==> config.mk <==
export PLATFORM = sky130hd
export DESIGN_NAME = br_classifier
export DESIGN_NICKNAME = d
export VERILOG_FILES = /design/src/rtl/br_cls_pkg.sv /design/src/rtl/br_priv_cmp.sv /design/src/rtl/br_op_decode.sv /design/src/rtl/br_kind_merge.sv /design/src/rtl/br_classifier.sv
export SDC_FILE = /design/constraint.sdc
export NUM_CORES = 1
export LEC_CHECK = 0
export BUFFER_PORTS_ARGS = -buffer_cell sky130_fd_sc_hd__buf_2
export CELL_PAD_IN_SITES_DETAIL_PLACEMENT = 1
export CELL_PAD_IN_SITES_GLOBAL_PLACEMENT = 2
export CORE_MARGIN = 2
export CORE_UTILIZATION = 17
export CTS_CLUSTER_SIZE = 25
export DETAILED_ROUTE_END_ITERATION = 8
export PLACE_DENSITY = 0.85
export RECOVER_POWER = 100
export SETUP_SLACK_MARGIN = 0.05
export SKIP_CTS_REPAIR_TIMING = 1
export SLEW_MARGIN = 20
export SYNTH_ARGS = -nofsm -noshare
export SYNTH_HDL_FRONTEND = slang
export SYNTH_HIERARCHICAL = 1
export SYNTH_SLANG_ARGS = --single-unit
==> constraint.sdc <==
create_clock -name clk_i -period 2.2 [get_ports clk_i]
set_input_delay 0.22 -clock clk_i [delete_from_list [all_inputs] [get_ports clk_i]]
set_output_delay 0.22 -clock clk_i [all_outputs]
set_load 0.005 [all_outputs]
==> src/rtl/br_cls_pkg.sv <==
package br_cls_pkg;
  localparam int unsigned KIND_W = 12;

  localparam int unsigned B_USER  = 0;
  localparam int unsigned B_KERN  = 1;
  localparam int unsigned B_CALL  = 2;
  localparam int unsigned B_RET   = 3;
  localparam int unsigned B_SYSC  = 4;
  localparam int unsigned B_SYSR  = 5;
  localparam int unsigned B_SWI   = 6;
  localparam int unsigned B_IRET  = 7;
  localparam int unsigned B_COND  = 8;
  localparam int unsigned B_JMP   = 9;
  localparam int unsigned B_IRQ   = 10;
  localparam int unsigned B_ICALL = 11;

  typedef logic [KIND_W-1:0] kind_t;

  function automatic kind_t kbit(input int unsigned b);
    kind_t k;
    k    = '0;
    k[b] = 1'b1;
    return k;
  endfunction
endpackage

==> src/rtl/br_priv_cmp.sv <==
module br_priv_cmp #(
  parameter int unsigned     AW    = 48,
  parameter logic [AW-1:0]   KBASE = {1'b1, {(AW-1){1'b0}}}
) (
  input  logic [AW-1:0] addr_i,
  output logic          kern_o,
  output logic          zero_o
);
  assign kern_o = (addr_i >= KBASE);
  assign zero_o = (addr_i == '0);
endmodule

==> src/rtl/br_op_decode.sv <==
module br_op_decode
  import br_cls_pkg::*;
(
  input  logic [7:0] opc0_i,
  input  logic [7:0] opc1_i,
  input  logic [7:0] modrm_i,
  output kind_t      kind_o
);
  logic [2:0] reg_f;
  kind_t      esc_kind;
  kind_t      grp_kind;

  assign reg_f = modrm_i[5:3];

  // two-byte map after 0x0F
  always_comb begin
    case (opc1_i) inside
      8'h05, 8'h34:   esc_kind = kbit(B_SYSC);
      8'h07, 8'h35:   esc_kind = kbit(B_SYSR);
      [8'h80:8'h8F]:  esc_kind = kbit(B_COND);
      default:        esc_kind = '0;
    endcase
  end

  // 0xFF group selected by ModRM reg field
  always_comb begin
    case (reg_f)
      3'd2, 3'd3: grp_kind = kbit(B_ICALL);
      3'd4, 3'd5: grp_kind = kbit(B_JMP);
      default:    grp_kind = '0;
    endcase
  end

  always_comb begin
    case (opc0_i) inside
      8'h0F:                        kind_o = esc_kind;
      8'hFF:                        kind_o = grp_kind;
      [8'h70:8'h7F], [8'hE0:8'hE3]: kind_o = kbit(B_COND);
      8'hC2, 8'hC3, 8'hCA, 8'hCB:   kind_o = kbit(B_RET);
      8'hCF:                        kind_o = kbit(B_IRET);
      [8'hCC:8'hCE]:                kind_o = kbit(B_SWI);
      8'hE8, 8'h9A:                 kind_o = kbit(B_CALL);
      [8'hE9:8'hEB]:                kind_o = kbit(B_JMP);
      default:                      kind_o = '0;
    endcase
  end
endmodule

==> src/rtl/br_kind_merge.sv <==
module br_kind_merge
  import br_cls_pkg::*;
(
  input  kind_t base_i,
  input  logic  from_kern_i,
  input  logic  to_kern_i,
  input  logic  force_none_i,
  output kind_t kind_o
);
  logic  ring_in;
  logic  exempt;
  kind_t k_ring;
  kind_t priv_bit;

  assign ring_in  = !from_kern_i && to_kern_i;
  assign exempt   = base_i[B_SYSC] | base_i[B_SWI];
  // asynchronous entry to kernel overrides even an unknown opcode
  assign k_ring   = (ring_in && !exempt) ? kbit(B_IRQ) : base_i;
  assign priv_bit = to_kern_i ? kbit(B_KERN) : kbit(B_USER);

  always_comb begin
    if (force_none_i || (k_ring == '0)) kind_o = '0;
    else                                kind_o = k_ring | priv_bit;
  end
endmodule

==> src/rtl/br_classifier.sv <==
module br_classifier
  import br_cls_pkg::*;
#(
  parameter int unsigned   AW          = 48,
  parameter logic [AW-1:0] KERNEL_BASE = {1'b1, {(AW-1){1'b0}}}
) (
  input  logic              clk_i,
  input  logic              rst_ni,
  input  logic              req_valid_i,
  input  logic [7:0]        opc0_i,
  input  logic [7:0]        opc1_i,
  input  logic [7:0]        modrm_i,
  input  logic [AW-1:0]     from_addr_i,
  input  logic [AW-1:0]     to_addr_i,
  input  logic              undecodable_i,
  output logic              res_valid_o,
  output logic [KIND_W-1:0] res_kind_o
);
  localparam int unsigned N_ADDR = 2;

  logic [AW-1:0] addr_w [N_ADDR];
  logic          kern_w [N_ADDR];
  logic          zero_w [N_ADDR];
  kind_t         base_kind;
  kind_t         next_kind;
  logic          force_none;

  assign addr_w[0] = from_addr_i;
  assign addr_w[1] = to_addr_i;

  for (genvar g = 0; g < N_ADDR; g++) begin : g_priv
    br_priv_cmp #(.AW(AW), .KBASE(KERNEL_BASE)) u_cmp (
      .addr_i (addr_w[g]),
      .kern_o (kern_w[g]),
      .zero_o (zero_w[g])
    );
  end

  br_op_decode u_dec (
    .opc0_i  (opc0_i),
    .opc1_i  (opc1_i),
    .modrm_i (modrm_i),
    .kind_o  (base_kind)
  );

  assign force_none = undecodable_i | zero_w[0] | zero_w[1];

  br_kind_merge u_merge (
    .base_i       (base_kind),
    .from_kern_i  (kern_w[0]),
    .to_kern_i    (kern_w[1]),
    .force_none_i (force_none),
    .kind_o       (next_kind)
  );

  always_ff @(posedge clk_i or negedge rst_ni) begin
    if (!rst_ni) begin
      res_valid_o <= 1'b0;
      res_kind_o  <= '0;
    end else begin
      res_valid_o <= req_valid_i;
      if (req_valid_i) res_kind_o <= next_kind;
    end
  end

  AST_VALID_LAT: assert property (@(posedge clk_i) disable iff (!rst_ni)
    req_valid_i |=> res_valid_o);
  AST_HOLD_IDLE: assert property (@(posedge clk_i) disable iff (!rst_ni)
    !req_valid_i |=> (!res_valid_o && $stable(res_kind_o)));
  AST_ONE_KIND: assert property (@(posedge clk_i) disable iff (!rst_ni)
    $onehot0(res_kind_o[KIND_W-1:2]));
  AST_PRIV_TAG: assert property (@(posedge clk_i) disable iff (!rst_ni)
    (res_kind_o != '0) |-> ($countones(res_kind_o[1:0]) == 1 && res_kind_o[KIND_W-1:2] != '0));
  AST_RING_IRQ: assert property (@(posedge clk_i) disable iff (!rst_ni)
    (req_valid_i && !undecodable_i && from_addr_i != '0 && to_addr_i != '0 &&
     from_addr_i < KERNEL_BASE && to_addr_i >= KERNEL_BASE)
    |=> (res_kind_o[B_KERN] && (res_kind_o[B_IRQ] || res_kind_o[B_SYSC] || res_kind_o[B_SWI])));
  AST_ZERO_ADDR: assert property (@(posedge clk_i) disable iff (!rst_ni)
    (req_valid_i && (from_addr_i == '0 || to_addr_i == '0)) |=> (res_kind_o == '0));
  AST_UNDECODABLE: assert property (@(posedge clk_i) disable iff (!rst_ni)
    (req_valid_i && undecodable_i) |=> (res_kind_o == '0));
endmodule

# ---- After elaboration in Yosys (flattened, before gate mapping)
# Index checks and enable logic that the tools add are counted.
dict set report totals {
  word_cells 70
  in_bits 124
  register_bits 13
}
dict set report op_classes {
  n_reduce_logical 20
  n_lt_le_gt_ge 12
  n_bitwise 4
  muxes 15
  n_eq_ne 17
}
# cell n
set op_table {}
lappend op_table {{$mux W12} 9}
lappend op_table {{$ge A48 B48 Y1 const B} 2}
lappend op_table {{$logic_not A48 Y1} 2}
lappend op_table {{$eq A8 B8 Y1 const B} 8}
lappend op_table {{$ge A8 B8 Y1 const B} 4}
lappend op_table {{$le A8 B8 Y1 const B} 4}
lappend op_table {{$mux W9} 3}
lappend op_table {{$pmux W12 S2} 1}
lappend op_table {{$eq A8 B3 Y1 const B} 2}
lappend op_table {{$eq A8 B6 Y1 const B} 2}
lappend op_table {{$logic_not A12 Y1} 1}
lappend op_table {{$or A12 B12 Y12} 1}
lappend op_table {{$reduce_or A2 Y1} 6}
lappend op_table {{$mux W10} 1}
lappend op_table {{$eq A8 B4 Y1 const B} 1}
lappend op_table {{$ge A8 B7 Y1 const B} 1}
lappend op_table {{$le A8 B7 Y1 const B} 1}
lappend op_table {{$logic_and A1 B1 Y1} 7}
lappend op_table {{$eq A3 B2 Y1 const B} 2}
lappend op_table {{$eq A3 B3 Y1 const B} 2}
lappend op_table {{$reduce_or A4 Y1} 1}
lappend op_table {{$or A1 B1 Y1} 3}
lappend op_table {{$logic_not A1 Y1} 2}
lappend op_table {{$mux W2} 1}
lappend op_table {{$logic_or A1 B1 Y1} 1}

# ---- Logic depth before layout (Yosys ltp)
dict set report depth {
  ltp_word 17
  ltp_mapped 7
  mapped_depth_nobuf 7
}

# ---- By module
# Netlist, hierarchy kept.
# module seq_area_each_um2 n_inst area_per_inst_um2 cells_each
set modules_own_cells {}
lappend modules_own_cells {br_classifier 325.3 1 515.5 27}
lappend modules_own_cells {br_op_decode 0.0 1 276.5 42}
lappend modules_own_cells {br_priv_cmp 0.0 2 127.6 17}
lappend modules_own_cells {br_kind_merge 0.0 1 145.1 22}

# ---- Worst setup path before layout
# Ideal clock, no wire load.
dict set report synth_path {
  kind {input to register}
  start {input port opc0_i[4]}
  end {register res_kind_o[0]}
  arrival_ns 1.703
  path_stages 7
  slack_ns 0.372
  setup_time_ns 0.125
  t_required_ns 2.075
  n_path_buf 0
  path_cell_list {and4bb_2 > a31oi_1 > nor2_1 > or4_1 > nor4_2 > nor3b_1 > mux2_4}
}
dict set report synth_between {
  word_cells_on_any_way 40
  cone_classes {8 x order compare; 9 x eq/ne; 10 x mux; 2 x bitwise; 11 x reduce/logical}
}
# item line
set synth_lines {}
lappend synth_lines {{start, declared} br_classifier.sv:10} ;# input logic [7:0] opc0_i,
lappend synth_lines {{branches (longest 8 deep; another with $ge A8 B8 Y1)} -}
lappend synth_lines {{$mux W12 *} br_op_decode.sv:35} ;# case (opc0_i) inside
lappend synth_lines {{via base_kind[2]} br_classifier.sv:24} ;# kind_t base_kind;
lappend synth_lines {{$mux W12 *} br_kind_merge.sv:18} ;# assign k_ring = (ring_in && !exempt) ? kbit(B_IRQ) : base_i;
lappend synth_lines {{$logic_not A12 Y1 *} br_kind_merge.sv:22} ;# if (force_none_i || (k_ring == '0)) kind_o = '0;
lappend synth_lines {{$logic_or A1 B1 Y1 *} br_kind_merge.sv:22}
lappend synth_lines {{$mux W12 *} br_kind_merge.sv:22}
lappend synth_lines {{via next_kind[0]} br_classifier.sv:25} ;# kind_t next_kind;
lappend synth_lines {{end signal, assigned} br_classifier.sv:62} ;# if (req_valid_i) res_kind_o <= next_kind;
lappend synth_lines {{end, declared} br_classifier.sv:17} ;# output logic [KIND_W-1:0] res_kind_o
# Mark *: on every way through the listed nets, which the timed path passes.
# A chain may end at the register's enable or synchronous reset.

# ---- Final worst setup path
# Same ends and word-level chain as after synthesis.

==> reports/results.ini <==
[pwr]
p_switching_uw=173.1
ir_worst_vdd_uv=154.0
pwr-share-clk_pct=31.9
seqPwrFrac_pct=37.9
pwr-share-comb_pct=30.1
finalPower_uw=663.7
p_int_uw=490.6
swShare_pct=26.08
pwr_density_cell_nw_per_um2=335.5
leakage_uw=0.0009388

[timing]
grt_setup_unrepaired=false
fin_ws_ns=0.2914
min_period_ns=1.909
hold_viol_final=0
timing.hold.ws_ns=0.4689
setup_viol=0
fin_crit_sh_pct=86.75
slew-limit-headroom_pct=42.61
slew_viol_final=0
tightest_slew_ns=0.8609
finClkSkew_ns=0
fmax_mhz=523.9
finalSetupTns_ns=0

[synthesis]
synth_fa_ha_area_share_pct=0
ys_ff_latch=13
syn_area_um2=1192
synth_seq_area_share_pct=27.28
synth_area_leaders=dfrtp_1, mux2_4, nor4_1, nor4_2, and2_1
synth_xor_xnor_area_share_pct=0
synth_area_leader_cell=dfrtp_1
synth_compound_area_share_pct=4.512
synth-simple-area-share_pct=49.42
synth_top_family_by_area=simple AND/OR/NAND/NOR gates
muxShareOfSynthArea_pct=14.48
synth_cell_type_count=36
yosys_warnings=6
synth-edff-count=0
ys_async_sr_fraction_pct=100.0
synth_ff_type=dfrtp_1
avgSynthCellArea_um2=9.539
netlist.area_leader.share_pct=27.28
syn_inst=125

[finish]
diodes=0
regArea_um2=325.3
layoutNonFillerInstCount=356
multi_input_area_um2=814.5
fillers=847
area_growth_pct=65.90
final_cell_mix=buf_2, nor4_1, clkbuf_1, dfrtp_1, mux2_4
drive_above_1_share_pct=56.92
final_common_cell=buf_2
nNetsFinal=385

[route]
drt_iter0_markers=11
drt_wl_total_mm=4.568
wl_met3_um=223
drtAntennaViolNets=0
drc=0
drt_pre_antenna_iters=4
post_drt_via_cell_ratio=4.247
wl_met1_mm=1.981
wl_per_cell_um=12.83
route.vias.total=1512
wl_met2_mm=2.320
highest_layer=met4

[floorplan]
dieWidth_um=87.75
ioPinCount=137
placementRows=30
initial_core_util_pct=17.55
die-area_um2=7700
die_h_um=87.75
fp.coreArea_um2=6794

[clock_network]
cts_root_buf=clkbuf_8
clk_pin_slew_worst_paths_ns=0.05
clkSinkCount=13
insertion_delay_ns=0.25
htreeDepth=1
cts_tree=done
max-clock-path-buffers=2
cts_buffers=3

[global_routing]
grt_pass1_vias=1538
grt_pass1_wl_mm=7.003
track_usage_pct=11.26
grt_max_degree=14
overflow=0
grt_antenna_before_repair=0

[placement]
place_inst=351
dp_slack_ns=0.06497
port_buffers=130
gp_congestion=0.6802
dp_hpwl_mm=4.162

[worst_setup_path]
crit_type=primary input to register
critPathRequiredTime_ns=2.33
cp_max_fo=8
end_kind=register
arrival_ns=2.04
start_kind=primary input

[hold_path]
min_path_type=primary input to register

[run_status]
status=complete, no violations

[flow_run]
drv_cap=0

==> synthesized netlist by cell type (all sizes together), types with 2 or more instances <==
| cell type | instances |
|---|---|
| a21oi | 5 |
| and2 | 7 |
| and2b | 2 |
| and4bb | 2 |
| buf | 6 |
| dfrtp | 13 |
| mux2 | 12 |
| nand2 | 4 |
| nand3 | 2 |
| nand4 | 7 |
| nor2 | 7 |
| nor2b | 3 |
| nor3 | 4 |
| nor3b | 4 |
| nor4 | 27 |
| nor4b | 3 |
| o21ai | 3 |
| or3 | 2 |
| or4 | 3 |
==> power by group through the flow <==
stage	clock [uW]	sequential, uW	combinational [uW]
finish	212	252	200
global route	234	253	224
CTS	223	252	206
detailed placement	0	256	206
global placement	0	256	200
floorplan	0	256	64.6
==> cell families after synthesis <==
| logic type | after synthesis |
|---|---|
| compound gates | 10 |
| other cells | 1 |
| simple gates | 82 |
| mux | 12 |
| flops | 13 |
| buf+inv | 7 |
==> path summary, 6_finish.rpt <==
check                                    from       endpoint  slack (ns)  cells after the start
worst max-delay path                opc0_i[4]  res_kind_o[0]        0.29                      8
worst min-delay path            to_addr_i[47]  res_kind_o[1]        0.47                      4
worst max register to register  res_kind_o[0]  res_kind_o[0]        1.41                      1
worst min register to register  res_kind_o[7]  res_kind_o[7]        0.49                      1
max in group asynchronous              rst_ni  res_kind_o[7]        1.25                      2
min in group asynchronous              rst_ni  res_kind_o[3]        0.52                      2
==> critical path, cell delays in order <==
cell and delay [ns]:
buf_2 0.15, and4bb_2 0.25, a31oi_1 0.13, nor2_1 0.08, or4_1 0.52, nor4_2 0.28, nor3b_1 0.10, mux2_1 0.30
==> state kept, by name, indices dropped and copies added (netlist names) <==
| signal | flops |
|---|---|
| res_kind_o | 12 |
| res_valid_o | 1 |
==> stage by stage <==
step | cell area, um^2 | util (%)
3_5_place_dp | 1957 | 28.80
6_report | 1978 | 29.12
3_3_place_gp | 1957 | 28.80
4_1_cts | 2002 | 29.47
5_1_grt | 1978 | 29.12
2_1_floorplan | 1200 | -
==> final cells by class <==
class	count	share of cell area, %
multi-input cells	107	41.18
well taps	96	6.072
clock buffers	4	2.277
flip-flops and latches	13	16.45
repair buffers	135	33.84
inverters	1	0.1898
==> layer usage <==
metal / vias to the layer above / GRT usage (%)
met1: 691 / 15.47
met2: 53 / 18.94
met3: 3 / 0.9425
li1: 765 / -
met5: - / 0
met4: 0 / 2.937
Power figures use the tool's default switching activity.
